===== config.mk =====
export PLATFORM = sky130hd
export DESIGN_NAME = irq_entry_ctrl
export DESIGN_NICKNAME = d
export VERILOG_FILES = /design/src/rtl/irq_pkg.sv /design/src/rtl/irq_arbiter.sv /design/src/rtl/irq_save_slot.sv /design/src/rtl/irq_entry_ctrl.sv
export SDC_FILE = /design/constraint.sdc
export NUM_CORES = 1
export LEC_CHECK = 0
export BUFFER_PORTS_ARGS = -buffer_cell sky130_fd_sc_hd__buf_4
export CORE_UTILIZATION = 30
export CTS_CLUSTER_SIZE = 10
export DETAILED_ROUTE_END_ITERATION = 16
export HOLD_SLACK_MARGIN = 0.05
export SYNTH_ARGS = -nofsm -noshare
export SYNTH_HDL_FRONTEND = slang
export SYNTH_SLANG_ARGS = --single-unit

===== constraint.sdc =====
create_clock -name clk -period 10.2 [get_ports clk]
set_input_delay 1.02 -clock clk [delete_from_list [all_inputs] [get_ports clk]]
set_output_delay 1.02 -clock clk [all_outputs]
set_load 0.02 [all_outputs]

===== src/rtl/irq_pkg.sv =====
package irq_pkg;
  localparam int NCLS   = 3;
  localparam int CLS_MC = 0;
  localparam int CLS_CR = 1;
  localparam int CLS_NC = 2;

  // lowest index wins: index order is priority order
  function automatic logic [NCLS-1:0] pick_first(input logic [NCLS-1:0] v);
    logic [NCLS-1:0] r;
    r = '0;
    for (int i = NCLS - 1; i >= 0; i--) begin
      if (v[i]) begin
        r    = '0;
        r[i] = 1'b1;
      end
    end
    return r;
  endfunction
endpackage


===== src/rtl/irq_arbiter.sv =====
module irq_arbiter
  import irq_pkg::*;
(
  input  logic [NCLS-1:0] req,
  input  logic [NCLS-1:0] en,
  input  logic [NCLS-1:0] ret,
  input  logic [NCLS-1:0] ctx_vld,
  output logic [NCLS-1:0] take_oh,
  output logic [NCLS-1:0] ret_oh
);
  logic [NCLS-1:0] ret_ok;
  logic [NCLS-1:0] pend;

  always_comb begin
    ret_ok = ret & ctx_vld;
    pend   = req & en;
    ret_oh = pick_first(ret_ok);
    // a valid return owns the cycle
    take_oh = (|ret_ok) ? '0 : pick_first(pend);
  end
endmodule


===== src/rtl/irq_save_slot.sv =====
module irq_save_slot #(
  parameter int AW = 32,
  parameter int SW = 32
) (
  input  logic          clk,
  input  logic          rst_n,
  input  logic          cap_en,
  input  logic          rel_en,
  input  logic [AW-1:0] pc_in,
  input  logic [SW-1:0] sw_in,
  output logic [AW-1:0] pc_q,
  output logic [SW-1:0] sw_q,
  output logic          vld_q
);
  logic vld_d;

  always_comb begin
    vld_d = vld_q;
    if (cap_en)      vld_d = 1'b1;
    else if (rel_en) vld_d = 1'b0;
  end

  always_ff @(posedge clk or negedge rst_n) begin
    if (!rst_n) vld_q <= 1'b0;
    else        vld_q <= vld_d;
  end

  always_ff @(posedge clk or negedge rst_n) begin
    if (!rst_n) begin
      pc_q <= '0;
      sw_q <= '0;
    end else if (cap_en) begin
      pc_q <= pc_in;
      sw_q <= sw_in;
    end
  end

  a_r4_capture: assert property (@(posedge clk) disable iff (!rst_n)
    cap_en |=> (pc_q == $past(pc_in)) && (sw_q == $past(sw_in)) && vld_q);

  a_r8_release: assert property (@(posedge clk) disable iff (!rst_n)
    (rel_en && !cap_en) |=> !vld_q);
endmodule


===== src/rtl/irq_entry_ctrl.sv =====
module irq_entry_ctrl
  import irq_pkg::*;
#(
  parameter int          AW       = 32,
  parameter int          SW       = 32,
  parameter int          ME_BIT   = 2,
  parameter int          CE_BIT   = 1,
  parameter int          EE_BIT   = 0,
  parameter logic [31:0] VEC_BASE = 32'h100,
  parameter logic [31:0] VEC_STEP = 32'h100
) (
  input  logic          clk,
  input  logic          rst_n,
  input  logic          req_mchk_i,
  input  logic          req_crit_i,
  input  logic          req_ncrit_i,
  input  logic          wdog_tmo_i,
  input  logic [AW-1:0] pc_i,
  input  logic          sw_we_i,
  input  logic [SW-1:0] sw_wdata_i,
  input  logic          ret_mchk_i,
  input  logic          ret_crit_i,
  input  logic          ret_ncrit_i,
  output logic [SW-1:0] sw_o,
  output logic          redir_vld_o,
  output logic [AW-1:0] redir_addr_o
);
  // reset: asserted asynchronously, released on a clock edge
  logic [1:0] rst_pipe;
  logic       rst_ns;

  always_ff @(posedge clk or negedge rst_n) begin
    if (!rst_n) rst_pipe <= 2'b00;
    else        rst_pipe <= {rst_pipe[0], 1'b1};
  end
  assign rst_ns = rst_pipe[1];

  function automatic int en_pos(input int cls);
    case (cls)
      CLS_MC:  return ME_BIT;
      CLS_CR:  return CE_BIT;
      default: return EE_BIT;
    endcase
  endfunction

  logic [SW-1:0]   sw_q, sw_d;
  logic            redir_vld_q, redir_vld_d;
  logic [AW-1:0]   redir_addr_q, redir_addr_d;
  logic [NCLS-1:0] req_v, en_v, ret_v;
  logic [NCLS-1:0] take_oh, ret_oh, ctx_vld;
  logic [AW-1:0]   slot_pc [NCLS];
  logic [SW-1:0]   slot_sw [NCLS];
  logic [SW-1:0]   clr_mask;
  logic [AW-1:0]   vec_sel, ret_pc;
  logic [SW-1:0]   ret_sw;

  always_comb begin
    req_v = '0;
    en_v  = '0;
    ret_v = '0;
    req_v[CLS_MC] = req_mchk_i;
    req_v[CLS_CR] = req_crit_i | wdog_tmo_i;
    req_v[CLS_NC] = req_ncrit_i;
    ret_v[CLS_MC] = ret_mchk_i;
    ret_v[CLS_CR] = ret_crit_i;
    ret_v[CLS_NC] = ret_ncrit_i;
    for (int k = 0; k < NCLS; k++) en_v[k] = sw_q[en_pos(k)];
  end

  irq_arbiter u_arb (
    .req     (req_v),
    .en      (en_v),
    .ret     (ret_v),
    .ctx_vld (ctx_vld),
    .take_oh (take_oh),
    .ret_oh  (ret_oh)
  );

  for (genvar g = 0; g < NCLS; g++) begin : g_slot
    irq_save_slot #(.AW(AW), .SW(SW)) u_slot (
      .clk    (clk),
      .rst_n  (rst_ns),
      .cap_en (take_oh[g]),
      .rel_en (ret_oh[g]),
      .pc_in  (pc_i),
      .sw_in  (sw_q),
      .pc_q   (slot_pc[g]),
      .sw_q   (slot_sw[g]),
      .vld_q  (ctx_vld[g])
    );
  end

  // which enables to drop, what vector to issue, what to restore
  always_comb begin
    clr_mask = '0;
    vec_sel  = '0;
    ret_pc   = '0;
    ret_sw   = '0;
    for (int k = 0; k < NCLS; k++) begin
      if (take_oh[k]) begin
        vec_sel = AW'(VEC_BASE + VEC_STEP * 32'(k));
        for (int j = 0; j < NCLS; j++)
          if (j >= k) clr_mask[en_pos(j)] = 1'b1;
      end
      if (ret_oh[k]) begin
        ret_pc = slot_pc[k];
        ret_sw = slot_sw[k];
      end
    end
  end

  always_comb begin
    sw_d         = sw_q;
    redir_vld_d  = 1'b0;
    redir_addr_d = redir_addr_q;
    if (|ret_oh) begin
      sw_d         = ret_sw;
      redir_vld_d  = 1'b1;
      redir_addr_d = ret_pc;
    end else if (|take_oh) begin
      sw_d         = sw_q & ~clr_mask;
      redir_vld_d  = 1'b1;
      redir_addr_d = vec_sel;
    end else if (sw_we_i) begin
      sw_d = sw_wdata_i;
    end
  end

  always_ff @(posedge clk or negedge rst_ns) begin
    if (!rst_ns) begin
      sw_q         <= '0;
      redir_vld_q  <= 1'b0;
      redir_addr_q <= '0;
    end else begin
      sw_q        <= sw_d;
      redir_vld_q <= redir_vld_d;
      if (redir_vld_d) redir_addr_q <= redir_addr_d;
    end
  end

  assign sw_o         = sw_q;
  assign redir_vld_o  = redir_vld_q;
  assign redir_addr_o = redir_addr_q;

  for (genvar g = 0; g < NCLS; g++) begin : g_vec_chk
    a_r2_vector: assert property (@(posedge clk) disable iff (!rst_ns)
      take_oh[g] |=> redir_vld_o && (redir_addr_o == AW'(VEC_BASE + VEC_STEP * 32'(g))));
  end

  a_r5_lower_clear: assert property (@(posedge clk) disable iff (!rst_ns)
    take_oh[CLS_NC] |=> !sw_q[EE_BIT] && (sw_q[ME_BIT] == $past(sw_q[ME_BIT]))
                        && (sw_q[CE_BIT] == $past(sw_q[CE_BIT])));

  a_r8_restore: assert property (@(posedge clk) disable iff (!rst_ns)
    (|ret_oh) |=> (sw_q == $past(ret_sw)) && (redir_addr_o == $past(ret_pc)) && redir_vld_o);

  a_r9_ignore: assert property (@(posedge clk) disable iff (!rst_ns)
    ((ret_v != '0) && ((ret_v & ctx_vld) == '0) && ((req_v & en_v) == '0) && !sw_we_i)
      |=> !redir_vld_o && (sw_q == $past(sw_q)));

  a_r11_ret_first: assert property (@(posedge clk) disable iff (!rst_ns)
    (ret_ncrit_i && ctx_vld[CLS_NC] && !ret_mchk_i && !ret_crit_i)
      |=> redir_addr_o == $past(slot_pc[CLS_NC]));
endmodule


# Word level (Yosys, flattened, before mapping)
# Cells that the tools add are included.
# W data, S select, Z words.
# word_totals
output_inout_bits	65
mem_bits_ro	0
ram_bits	0
ff_bits	262
latchBits	0
mem_count	0
in_bits	74
elab_cells	103
# classes
n_mux	53
n_reduce_logical	15
div	0
n_mul	0
add_sub_neg	0
n_eq_ne	0
n_shift	0
order_cmp	12
n_bitwise	10
# op_table
cell	n
$mux W32	24
$ge A32 B1 Y1 const B	6
$lt A32 B7 Y1 const B	6
$or A32 B32 Y32	5
$and A32 B32 Y32	1
$not A32 Y32	1
$demux W1 S5	6
$mux W3	7
$mux W1	14
$mux W10	1
$mux W9	1
$reduce_or A3 Y1	3
$reduce_bool A2 Y1	4
$and A3 B3 Y3	2
$logic_and A1 B1 Y1	6
$reduce_bool A3 Y1	1
$reduce_and A2 Y1	1
$or A1 B1 Y1	1

# Logic depth before layout (Yosys ltp)
# Gate-level depths: netlist of run 1.
# logic_depth
depth_word	26
ltp_mapped	6
depth_no_buf	5

# Cells and area by module
# A second synthesis of run 1 with hierarchy kept.
# unflattened
hier_cells	840
area_unflattened_um2	11786.3
# modules_own_cells
module	cells_each	area_each_um2	seq_area_each_um2	n_inst
irq_save_slot	138	2615.0	1626.6	3
irq_entry_ctrl	415	3870.0	1676.6	1
irq_arbiter	11	71.3	0.0	1

# Least setup slack after synthesis of run 1
# Ideal clock, no wire load.
# synth_timing
kind	input to register
start	input ret_mchk_i
end	register g_slot[2].u_slot.pc_q[24]
n_path_buf	2
t_required_ns	10.075
setup_slack_ns	7.602
cell_stages	6
t_arrival_ns	2.473
cell_sequence	a222oi_1 -> and3_1 -> nand3_1 -> buf_6 -> buf_6 -> mux2_4
# synth_via
elab_chain_cells	3
# synth_lines
item	line_no	source
from (decl)	irq_entry_ctrl.sv:21	input logic ret_mchk_i,
$and A3 B3 Y3	irq_arbiter.sv:15	ret_ok = ret & ctx_vld;
$reduce_or A3 Y1	irq_arbiter.sv:19	take_oh = (|ret_ok) ? '0 : pick_first(pend);
$mux W3	irq_arbiter.sv:19	
to (signal assigned)	irq_save_slot.sv:33	pc_q <= pc_in;
to (decl)	irq_save_slot.sv:11	output logic [AW-1:0] pc_q,
# No other way between the ends.
# A chain may end at the register's enable or synchronous reset.

# Worst setup path after layout of run 1
# layout_timing
start	input ret_crit_i
end	register g_slot[2].u_slot.sw_q[12]
# layout_via
elab_chain_cells	3
# layout_lines
item	line_no	source
from (decl)	irq_entry_ctrl.sv:22	input logic ret_crit_i,
$and A3 B3 Y3	irq_arbiter.sv:15	
$reduce_or A3 Y1	irq_arbiter.sv:19	
$mux W3	irq_arbiter.sv:19	
to (signal assigned)	irq_save_slot.sv:34	sw_q <= sw_in;
to (decl)	irq_save_slot.sv:12	output logic [SW-1:0] sw_q,
# No other way between the ends.

==> reports/results.txt, run 1 <==
DRT antenna net count - 0
Sw Share - 33.8%
Share of layout cells above drive strength 1 - 40.8%
Synth area leader - dfrtp_1
Post-synth EDFFs - 0
Worst vdd ir - 163 uV
Seq cells post-synth - 262
Fillers - 3605
Critical Path End Type - flip-flop
Part of the power in registers - 41.1%
Drt initial violations - 379
Pin count of the biggest net entering global routing - 152
Mean Syn Cell Area - 13.5 um2
Top cells by count, synth - 262 x dfrtp_1, 115 x mux2_2, 85 x mux2_4
Max Cap Viol - 0
Arrival time worst endpoint - 3.84 ns
Slew at the pin closest to its max-slew limit - 0.991 ns
Reg2reg setup slack - 6.82 ns
Die width - 197 um
Drt total wl - 29200 um
GRT Total Usage - 15.3%
Reg clk slew, reported paths - 0.05 ns
Worst Path Max Fanout - 34
DR vias/cell - 4.98
Count leader, synth - dfrtp_1
Required @ worst endpoint - 10.63 ns
Multi-input gate area - 0.00451 mm2
Final period util - 33.4%
RSZ-0062 raised after global routing - no
# hold bufs at CTS - 0
Number of CTS-inserted buffers - 31
Gpl congestion - 0.704
Synth area leaders - dfrtp_1 58%, mux2_2 11%, mux2_4 11%
Sw power - 1520 uW
Status - complete, no violations
Final setup violation count - 0
Top-Level Pins - 139
Buffers on Ports - 138
Initial Util - 30.7%
Die height - 197 um
FF-to-FF End - g_slot[2].u_slot.sw_q[12]
PnR Total Power - 4500 uW
Max Clock Freq - 293 MHz
# Post-CTS Setup Buffers - 0
Post-place setup slack - 6.24 ns
Internal power - 2980 uW
Syn_nets - 918
Post-DP HPWL - 16800 um
Worst R2R Start - g_slot[1].u_slot.vld_q
Power share of the clock group - 21.5%
Combinational group share of total power - 37.4%
Longest Clk Path Bufs - 3
Number of global-route vias before repair - 7805
Register area - 0.00656 mm2
Global route hottest layer - met2
Fin. max-slew vios - 0
Router iterations before antenna repair - 6
Core ar. - 0.0370 mm2
Hold Crit Class - in -> async
Post-synth top flop - dfrtp_1
DR DRC count - 0
Initial antenna violation count - 3
H-tree depth - 1
Overflow after GRT - 0
P_leak - 0.00633 uW
Cell Pwr Density - 329 mW/mm2
Async set or reset register ratio after synthesis - 100%
Slew HR - 33.2%
GR Util met2 - 24.7%
Yosys warning count - 0
Seq/Total Area, Yosys - 57.7%
Setup TNS - 0 ns
Unique masters post-synth - 34
Number of failing hold endpoints at the final stage - 0
Fin nets - 1032
Setup crit start kind - primary input
WS Path Type - in -> reg
Cell Rows - 70
P&R area growth vs syn - 20.4%
GR Layer Usage met1 - 20.6%
Routed vias - 7330
Final worst-path setup slack - 6.79 ns
Fin crit period - 3.41 ns
First-pass GRT wire length - 46200 um
Path depth of the worst reg2reg path - 5
Drt wl/cell - 19.8 um
CTS sink count - 262
Clk_skew - 0.0238 ns
Met3 Use GR - 3.70%
Post-cts sizing count - 0
Synth Instances - 844
TritonCTS clock tree - done
Die Area - 0.0387 mm2
Root Driver - clkbuf_16
Clk_lat worst skew - 0.57 ns
Post-Syn Area - 0.0114 mm2
Share of the synthesized area in the top cell type - 57.7%
==> per-stage QoR <==
step                      hold WS [ns]  instance area, um2  instances  utilization (%)
final                            0.233               13700       1473             37.0
after global routing             0.205               13700       1471             37.0
after CTS                        0.201               13700       1470             37.0
after detailed placement         0.335               12800       1429             34.7
after global placement           0.332               12800       1429             34.7
after floorplan                  0.331               11400        844                -
==> state kept, by name (all words and copies together), names as in the netlist <==
name	cells
g_slot.u_slot.pc_q	96
g_slot.u_slot.sw_q	96
g_slot.u_slot.vld_q	3
redir_addr_o	32
redir_vld_o	1
rst_pipe	2
sw_o	32
==> worst max-delay path: stages <==
cell      delay, ns
buf_4          0.18
a222oi_1       0.79
and3_1         0.37
nand3_4        0.48
buf_4          0.55
mux2_4         0.39
==> layout by cell type (no fill, tap or decap), types with 2 or more instances in the layout <==
cell type and instances:
o21ai_0 2, inv_1 4, mux2_2 115, a221o_1 48, and2_4 2, clkbuf_1 5, a21oi_1 35, nand3_4 2
buf_4 146, mux2_4 85, diode_2 3, clkbuf_8 2, a31oi_1 20, nor2_1 33, nand2b_1 3, o2bb2ai_1 12
nand2_1 59, a311oi_1 12, and3_1 14, nand3_1 53, clkbuf_16 31, dfrtp_1 261
==> worst max path at each step <==
stage | startpoint | to | slack, ns | depth (start not counted)
CTS | g_slot[1].u_slot.vld_q | g_slot[2].u_slot.sw_q[13] | 6.80 | 5
global placement | ret_crit_i | g_slot[2].u_slot.pc_q[27] | 6.25 | 6
floorplan | rst_pipe[1] | g_slot[0].u_slot.pc_q[0] | 2.36 | 0
detailed placement | ret_crit_i | g_slot[2].u_slot.pc_q[24] | 6.24 | 6
finish | ret_crit_i | g_slot[2].u_slot.sw_q[12] | 6.79 | 6
global route | g_slot[1].u_slot.vld_q | g_slot[2].u_slot.sw_q[11] | 6.61 | 5
==> kinds of logic after synthesis <==
family                 share of synthesized area, %
DFF                                            57.7
AOI/OAI and AO/OA                              9.60
and+or+nand+nor                                6.85
buffers and inverters                          3.17
other                                        0.0330
muxes                                          22.6
==> area by class of cell <==
| type | instances | area share, % |
|---|---|---|
| Sequential cell | 262 | 47.9 |
| Multi-Input combinational cell | 512 | 32.9 |
| Timing Repair Buffer | 147 | 8.16 |
| Clock buffer | 38 | 6.01 |
| Tap cell | 504 | 4.61 |
| Clock inverter | 3 | 0.165 |
| Inverter | 4 | 0.110 |
| Antenna cell | 3 | 0.0549 |
==> power by group through the flow <==
stage | logic (uW) | registers [uW] | clock network (uW)
6_report | 1680 | 1850 | 966
5_1_grt | 1820 | 1920 | 1040
4_1_cts | 1710 | 1850 | 998
3_5_place_dp | 1700 | 1860 | 0
3_3_place_gp | 1660 | 1840 | 0
2_1_floorplan | 1130 | 1900 | 0
==> routing by layer <==
| layer | vias to the layer above | share of wire (%) |
|---|---|---|
| met5 | - | 0.038 |
| met1 | 3796 | 45 |
| met2 | 163 | 47 |
| met4 | 2 | 2.1 |
| met3 | 44 | 5.8 |
| li1 | 3325 | - |
No activity file was read; power rests on OpenSTA's default activity.
==> run 2, diff against run 1 <==
- clock period: 10.2 -> 3.16 ns (I/O delays scaled with it)
==> run 2 against run 1 <==
Core utilization up 2.2 points. Sequential power rose to 3.2 times the previous value. Sequential share of layout area down 2.7 points. Flip-flop and latch count unchanged. Clock skew down 0.0074 ns. Wire length down 0.22%. Largest cell class unchanged.
==> reports/results.txt, run 2 (synthesis results as in run 1) <==
Status - complete, no violations (unchanged)
DRT antenna net count - 0 (unchanged)
DR DRC count - 0 (unchanged)
Fin nets - 1101 (was 1032)
Fin crit period - 2.46 ns
Core ar. - 0.0370 mm2 (unchanged)
PnR Total Power - 14800 uW (was 4500 uW)
Most frequent cells in the layout - 261 x dfrtp_1, 150 x buf_4, 115 x mux2_2 (was 261 x dfrtp_1, 146 x buf_4, 115 x mux2_2)
Part of the power in registers - 40.4% (was 41.1%)
RSZ-0062 raised after global routing - no (unchanged)
Top-Level Pins - 139 (unchanged)
Die width - 197 um (unchanged)
Critical Path End Type - flip-flop (unchanged)
Met3 Use GR - 3.90% (was 3.70%)
CTS sink count - 262 (unchanged)
Final period util - 78.0%
Overflow after GRT - 0 (unchanged)
Sw power - 4930 uW (was 1520 uW)
Placed insts - 1442 (was 1429)
Global route hottest layer - met2 (unchanged)
Clk_lat worst skew - 0.57 ns (about the same)
Root Driver - clkbuf_16 (unchanged)
Number of CTS-inserted buffers - 31 (unchanged)
Setup TNS - 0 ns (unchanged)
Drt initial violations - 285 (was 379)
Drt wl/cell - 18.8 um (was 19.8 um)
Final setup violation count - 0 (unchanged)
Fin. max-slew vios - 0 (unchanged)
Die Area - 0.0387 mm2 (unchanged)
Fin util - 39.2% (was 37.0%)
Pin count of the biggest net entering global routing - 76 (was 152)
Reg clk slew, reported paths - 0.06 ns (was 0.05 ns)
Router iterations before antenna repair - 5 (was 6)
Internal power - 9840 uW (was 2980 uW)
Combinational group share of total power - 38.0% (was 37.4%)
Fin cells - 1546 (was 1473)
Post-DP HPWL - 17600 um (was 16800 um)
Max Cap Viol - 0 (unchanged)
Share of layout cells above drive strength 1 - 39.5% (was 40.8%)
DR vias/cell - 4.90 (was 4.98)
Slew at the pin closest to its max-slew limit - 0.950 ns (was 0.991 ns)
Required @ worst endpoint - 3.61 ns (was 10.63 ns)
Cell Pwr Density - 1020 mW/mm2 (was 329 mW/mm2)
Final hold slack - 0.0885 ns (was 0.233 ns)
Slew HR - 36.7% (was 33.2%)
Initial Util - 30.7% (unchanged)
Buffers on Ports - 138 (unchanged)
Drt total wl - 29100 um (was 29200 um)
Clk_skew - 0.0164 ns (was 0.0238 ns)
WS Path Type - reg -> reg (was in -> reg)
Fillers - 3559 (was 3605)
GR Layer Usage met1 - 21.4% (was 20.6%)
Sw Share - 33.4% (was 33.8%)
P&R area growth vs syn - 27.5% (was 20.4%)
Routed vias - 7568 (was 7330)
Arrival time worst endpoint - 2.92 ns (was 3.84 ns)
Die height - 197 um (unchanged)
First-pass GRT wire length - 47300 um (was 46200 um)
Number of global-route vias before repair - 8190 (was 7805)
Max Clock Freq - 406 MHz
GRT Total Usage - 15.5% (was 15.3%)
Commonest non-fill, non-tap cell in the layout - dfrtp_1 (unchanged)
Longest Clk Path Bufs - 3 (unchanged)
Gpl congestion - 0.718 (was 0.704)
GR Util met2 - 24.1% (was 24.7%)
Power share of the clock group - 21.6% (was 21.5%)
# Post-CTS Setup Buffers - 0 (unchanged)
Hold Crit Class - in -> reg (was in -> async)
H-tree depth - 1 (unchanged)
Worst Path Max Fanout - 33 (was 34)
Setup crit start kind - flip-flop (was primary input)
P_leak - 0.00668 uW (was 0.00633 uW)
Regs by FF count - g_slot.u_slot.pc_q (96), g_slot.u_slot.sw_q (96) (unchanged)
Cell Rows - 70 (unchanged)
Initial antenna violation count - 6 (was 3)
Number of failing hold endpoints at the final stage - 0 (unchanged)
TritonCTS clock tree - done (unchanged)
Worst vdd ir - 452 uV (was 163 uV)
-- run 2: cell count changes in the layout (fill, tap and decap cells not counted) --
cell,previous run,this run
buf_4,146,150
buf_12,1,10
clkinvlp_4,0,1
clkinv_2,1,0
clkinv_4,1,0
clkbuf_8,2,5
diode_2,3,7
clkbuf_1,5,3
dlygate4sd3_1,0,56
-- run 2: layer usage --
layer | part of all wire (%) | vias up
met3 | 6.1 | 45
met1 | 48 | 3893
met4 | 2.3 | 0
met2 | 44 | 161
li1 | - | 3469
met5 | 0 | -
-- run 2: path summary, 6_finish.rpt --
check / cells after the start / slack, ns / startpoint / to
max: 5 / 0.70 / sw_o[1] / g_slot[1].u_slot.pc_q[8]
min: 3 / 0.09 / sw_wdata_i[3] / sw_o[3]
max reg2reg: 5 / 0.70 / sw_o[1] / g_slot[1].u_slot.pc_q[8]
min reg2reg: 0 / 0.35 / rst_pipe[0] / rst_pipe[1]
max in group asynchronous: 1 / 1.95 / rst_pipe[1] / sw_o[13]
min in group asynchronous: 0 / 0.44 / rst_pipe[1] / g_slot[1].u_slot.pc_q[2]
-- run 2: final cells by class --
type                    instances  area (um2)  area share, %
diodes                          7        17.5          0.121
clock buffers                  39         856           5.91
clock inverters                 2        16.3          0.112
inverters                       4        15.0          0.104
multi-input cells             512        4510           31.1
flip-flops and latches        262        6560           45.3
well taps                     504         631           4.35
repair buffers                216        1890           13.0
-- run 2: repair_timing --
action / CTS / global route
hold buffers: 56 / 0
endpoints found under the hold margin: 120 / 0
resized for setup: 0 / 0
-- run 2: power by group through the flow --
stage	registers, uW	logic, uW	clock network (uW)
after floorplan	6140	3650	0
after global placement	5940	5500	0
after detailed placement	6000	5630	0
after CTS	5970	5700	3310
after global routing	6190	6080	3410
final	5970	5610	3190
-- run 2: worst max-delay path, stage by stage (launching register included) --
cell     delay, ns
dfrtp_1       0.47
o21ai_0       0.26
buf_4         0.25
or2_4         0.59
buf_12        0.34
mux2_2        0.37
-- run 2: through the flow --
step,instance area (um2),setup slack (ns)
5_1_grt,14500,0.565
2_1_floorplan,11400,0.533
3_5_place_dp,13000,0.567
6_report,14500,0.696
4_1_cts,14500,0.695
3_3_place_gp,13000,0.547
==> run 3, diff against run 2 <==
- ABC_AREA: default -> 1
- clock period: 3.16 -> 2.23 ns (I/O delays scaled with it)
==> run 3 against run 2 <==
First-iteration DRC count up 80%. Cell count grew 25%. Worst setup slack worse by 0.27 ns.
==> reports/results.txt, run 3 <==
Status - complete, no violations (unchanged)
Final period util - 80.7% (was 78.0%)
# hold bufs at CTS - 60 (was 56)
Post-cts sizing count - 0 (unchanged)
Fin. max-slew vios - 0 (unchanged)
Root Driver - clkbuf_16 (unchanged)
Worst Path Max Fanout - 75 (was 33)
Setup crit start kind - flip-flop (unchanged)
Drt initial violations - 514 (was 285)
Final hold slack - 0.0775 ns (was 0.0885 ns)
DR vias/cell - 4.72 (was 4.90)
Buffers on Ports - 138 (unchanged)
Router iterations before antenna repair - 5 (unchanged)
Commonest non-fill, non-tap cell in the layout - nand2_1 (was dfrtp_1)
Slew HR - 46.2% (was 36.7%)
Core ar. - 0.0364 mm2 (was 0.0370 mm2)
Unique masters post-synth - 21 (was 34)
Initial antenna violation count - 0 (was 6)
Clk_lat worst skew - 0.55 ns (was 0.57 ns)
FF-to-FF End - g_slot[1].u_slot.sw_q[8] (was g_slot[1].u_slot.pc_q[8])
DR DRC count - 0 (unchanged)
Longest Clk Path Bufs - 3 (unchanged)
CP startpoint - g_slot[0].u_slot.vld_q (was sw_o[1])
P_leak - 0.00699 uW (was 0.00668 uW)
Syn_nets - 1368 (was 918)
Routed vias - 9139 (was 7568)
Regs by FF count - g_slot.u_slot.pc_q (96), g_slot.u_slot.sw_q (96) (unchanged)
Post-DP HPWL - 18300 um (was 17600 um)
RSZ-0062 raised after global routing - no (unchanged)
DRT antenna net count - 0 (unchanged)
Path depth of the worst reg2reg path - 7 (was 5)
Most frequent cells in the layout - 515 x nand2_1, 261 x dfrtp_1, 153 x buf_4 (was 261 x dfrtp_1, 150 x buf_4, 115 x mux2_2)
P&R area growth vs syn - 26.9% (was 27.5%)
Top cells by count, synth - 517 x nand2_1, 262 x dfrtp_1, 130 x o21ai_0 (was 262 x dfrtp_1, 115 x mux2_2, 85 x mux2_4)
Worst R2R Start - g_slot[0].u_slot.vld_q (was sw_o[1])
Share of layout cells above drive strength 1 - 14.4% (was 39.5%)
Slew at the pin closest to its max-slew limit - 0.807 ns (was 0.950 ns)
CTS sink count - 262 (unchanged)
Async set or reset register ratio after synthesis - 100% (unchanged)
Max Clock Freq - 555 MHz (was 406 MHz)
Yosys warning count - 0 (unchanged)
Post-synth EDFFs - 0 (unchanged)
Top-Level Pins - 139 (unchanged)
Overflow after GRT - 0 (unchanged)
Number of global-route vias before repair - 9181 (was 8190)
Cell Rows - 70 (unchanged)
Fin cells - 1936 (was 1546)
WS Path Type - reg -> reg (unchanged)
Drt wl/cell - 15.8 um (was 18.8 um)
Reg clk slew, reported paths - 0.06 ns (about the same)
Required @ worst endpoint - 2.61 ns (was 3.61 ns)
Worst vdd ir - 884 uV (was 452 uV)
Fillers - 3704 (was 3559)
Inserted Diodes - 0 (was 7)
Fin nets - 1536 (was 1101)
Max Cap Viol - 0 (unchanged)
Initial Util - 30.4% (was 30.7%)
Worst setup path end - g_slot[1].u_slot.sw_q[8] (was g_slot[1].u_slot.pc_q[8])
Seq cells post-synth - 262 (unchanged)
Seq/Total Area, Yosys - 59.2% (was 57.7%)
Post-Syn Area - 0.0111 mm2 (was 0.0114 mm2)
# Post-CTS Setup Buffers - 0 (unchanged)
Critical Path End Type - flip-flop (unchanged)
Setup TNS - 0 ns (unchanged)
Arrival time worst endpoint - 2.18 ns (was 2.92 ns)
Count leader, synth - nand2_1 (was dfrtp_1)
Clk_skew - 0.0194 ns (was 0.0164 ns)
Gpl congestion - 0.753 (was 0.718)
Mean Syn Cell Area - 8.56 um2 (was 13.5 um2)
Die width - 194 um (was 197 um)
Cell Pwr Density - 1300 mW/mm2 (was 1020 mW/mm2)
Post-synth top flop - dfrtp_1 (unchanged)
H-tree depth - 1 (unchanged)
GRT Total Usage - 16.5% (was 15.5%)
Post-DP Area - 0.0127 mm2 (was 0.0130 mm2)
Fin crit period - 1.80 ns (was 2.46 ns)
Final setup violation count - 0 (unchanged)
Pin count of the biggest net entering global routing - 78 (was 76)
Synth Instances - 1294 (was 844)
Reg2reg setup slack - 0.43 ns (was 0.70 ns)
TritonCTS clock tree - done (unchanged)
Die height - 194 um (was 197 um)
Share of the synthesized area in the top cell type - 59.2% (was 57.7%)
Number of CTS-inserted buffers - 30 (was 31)
Die Area - 0.0377 mm2 (was 0.0387 mm2)
Drt total wl - 30600 um (was 29100 um)
Number of failing hold endpoints at the final stage - 0 (unchanged)
Final Cell Area - 0.0141 mm2 (was 0.0145 mm2)
First-pass GRT wire length - 49900 um (was 47300 um)
Placed insts - 1838 (was 1442)
Synth area leader - dfrtp_1 (unchanged)
Hold Crit Class - in -> reg (unchanged)
Synth area leaders - dfrtp_1 59%, nand2_1 18%, o21ai_0 5.9% (was dfrtp_1 58%, mux2_2 11%, mux2_4 11%)
-- run 3: cell count changes in the layout (fill, tap and decap cells not counted), moves of 62 or more --
cell,before,now
inv_1,4,76
mux2_2,115,0
mux2_4,85,0
nand2_1,59,515
nand4_1,0,96
o21ai_0,2,130
o21ai_1,0,62
-- run 3: how the worst min path moves through the flow --
| stage | depth (start not counted) | endpoint | start |
|---|---|---|---|
| after floorplan | 0 | rst_pipe[0] | rst_n |
| after global placement | 1 | rst_pipe[0] | rst_n |
| after detailed placement | 1 | rst_pipe[0] | rst_n |
| after CTS | 5 | sw_o[3] | sw_wdata_i[3] |
| after global routing | 5 | sw_o[3] | sw_wdata_i[3] |
| final | 5 | sw_o[3] | sw_wdata_i[3] |
-- run 3: kinds of logic (layout without fill, tap and decap cells) --
kind of cell           Yosys count  after routing  share of synthesized area (%)
AOI/OAI and AO/OA              222            222                           10.0
buffers and inverters          168            342                           6.41
DFF                            262            262                           59.2
other                            1              1                         0.0338
and+or+nand+nor                641            641                           24.3
-- run 3: area by class of cell --
| cell class | count | area, um2 | area share [%] |
|---|---|---|---|
| timing repair buffer | 223 | 1950 | 13.9 |
| multi-input combinational | 864 | 3850 | 27.4 |
| clock buffer | 38 | 812 | 5.77 |
| tap | 468 | 586 | 4.16 |
| sequential | 262 | 6560 | 46.6 |
| inverter | 81 | 304 | 2.16 |
-- run 3: metrics by stage --
step | power [uW] | setup WS [ns] | util (%)
6_report | 18300 | 0.430 | 38.6
5_1_grt | 19700 | 0.254 | 38.6
4_1_cts | 18500 | 0.422 | 38.6
3_5_place_dp | 14100 | 0.430 | 34.7
3_3_place_gp | 13900 | 0.482 | 34.7
2_1_floorplan | 11700 | -0.397 | -
-- run 3: where the power goes --
| group | internal [uW] | switching [uW] | total [uW] |
|---|---|---|---|
| clock network | 2490 | 1770 | 4260 |
| registers | 6630 | 1050 | 7670 |
| logic | 2220 | 4110 | 6330 |
| total | 11300 | 6930 | 18300 |
-- run 3: layer usage --
layer	vias up	GRT usage, %	routed length (um)
li1	4521	-	-
met1	4353	22.3	14200
met3	31	2.80	1550
met5	-	0	0
met4	0	2.65	415
met2	234	28.1	14500
-- run 3: worst max-delay path, stage by stage, from the launching register on --
cell and delay, ns:
dfrtp_1 0.38, nand2_2 0.11, nand2_2 0.08, nor2_4 0.31, nand3_4 0.10, buf_4 0.37, nand2_1 0.13, o21ai_0 0.09
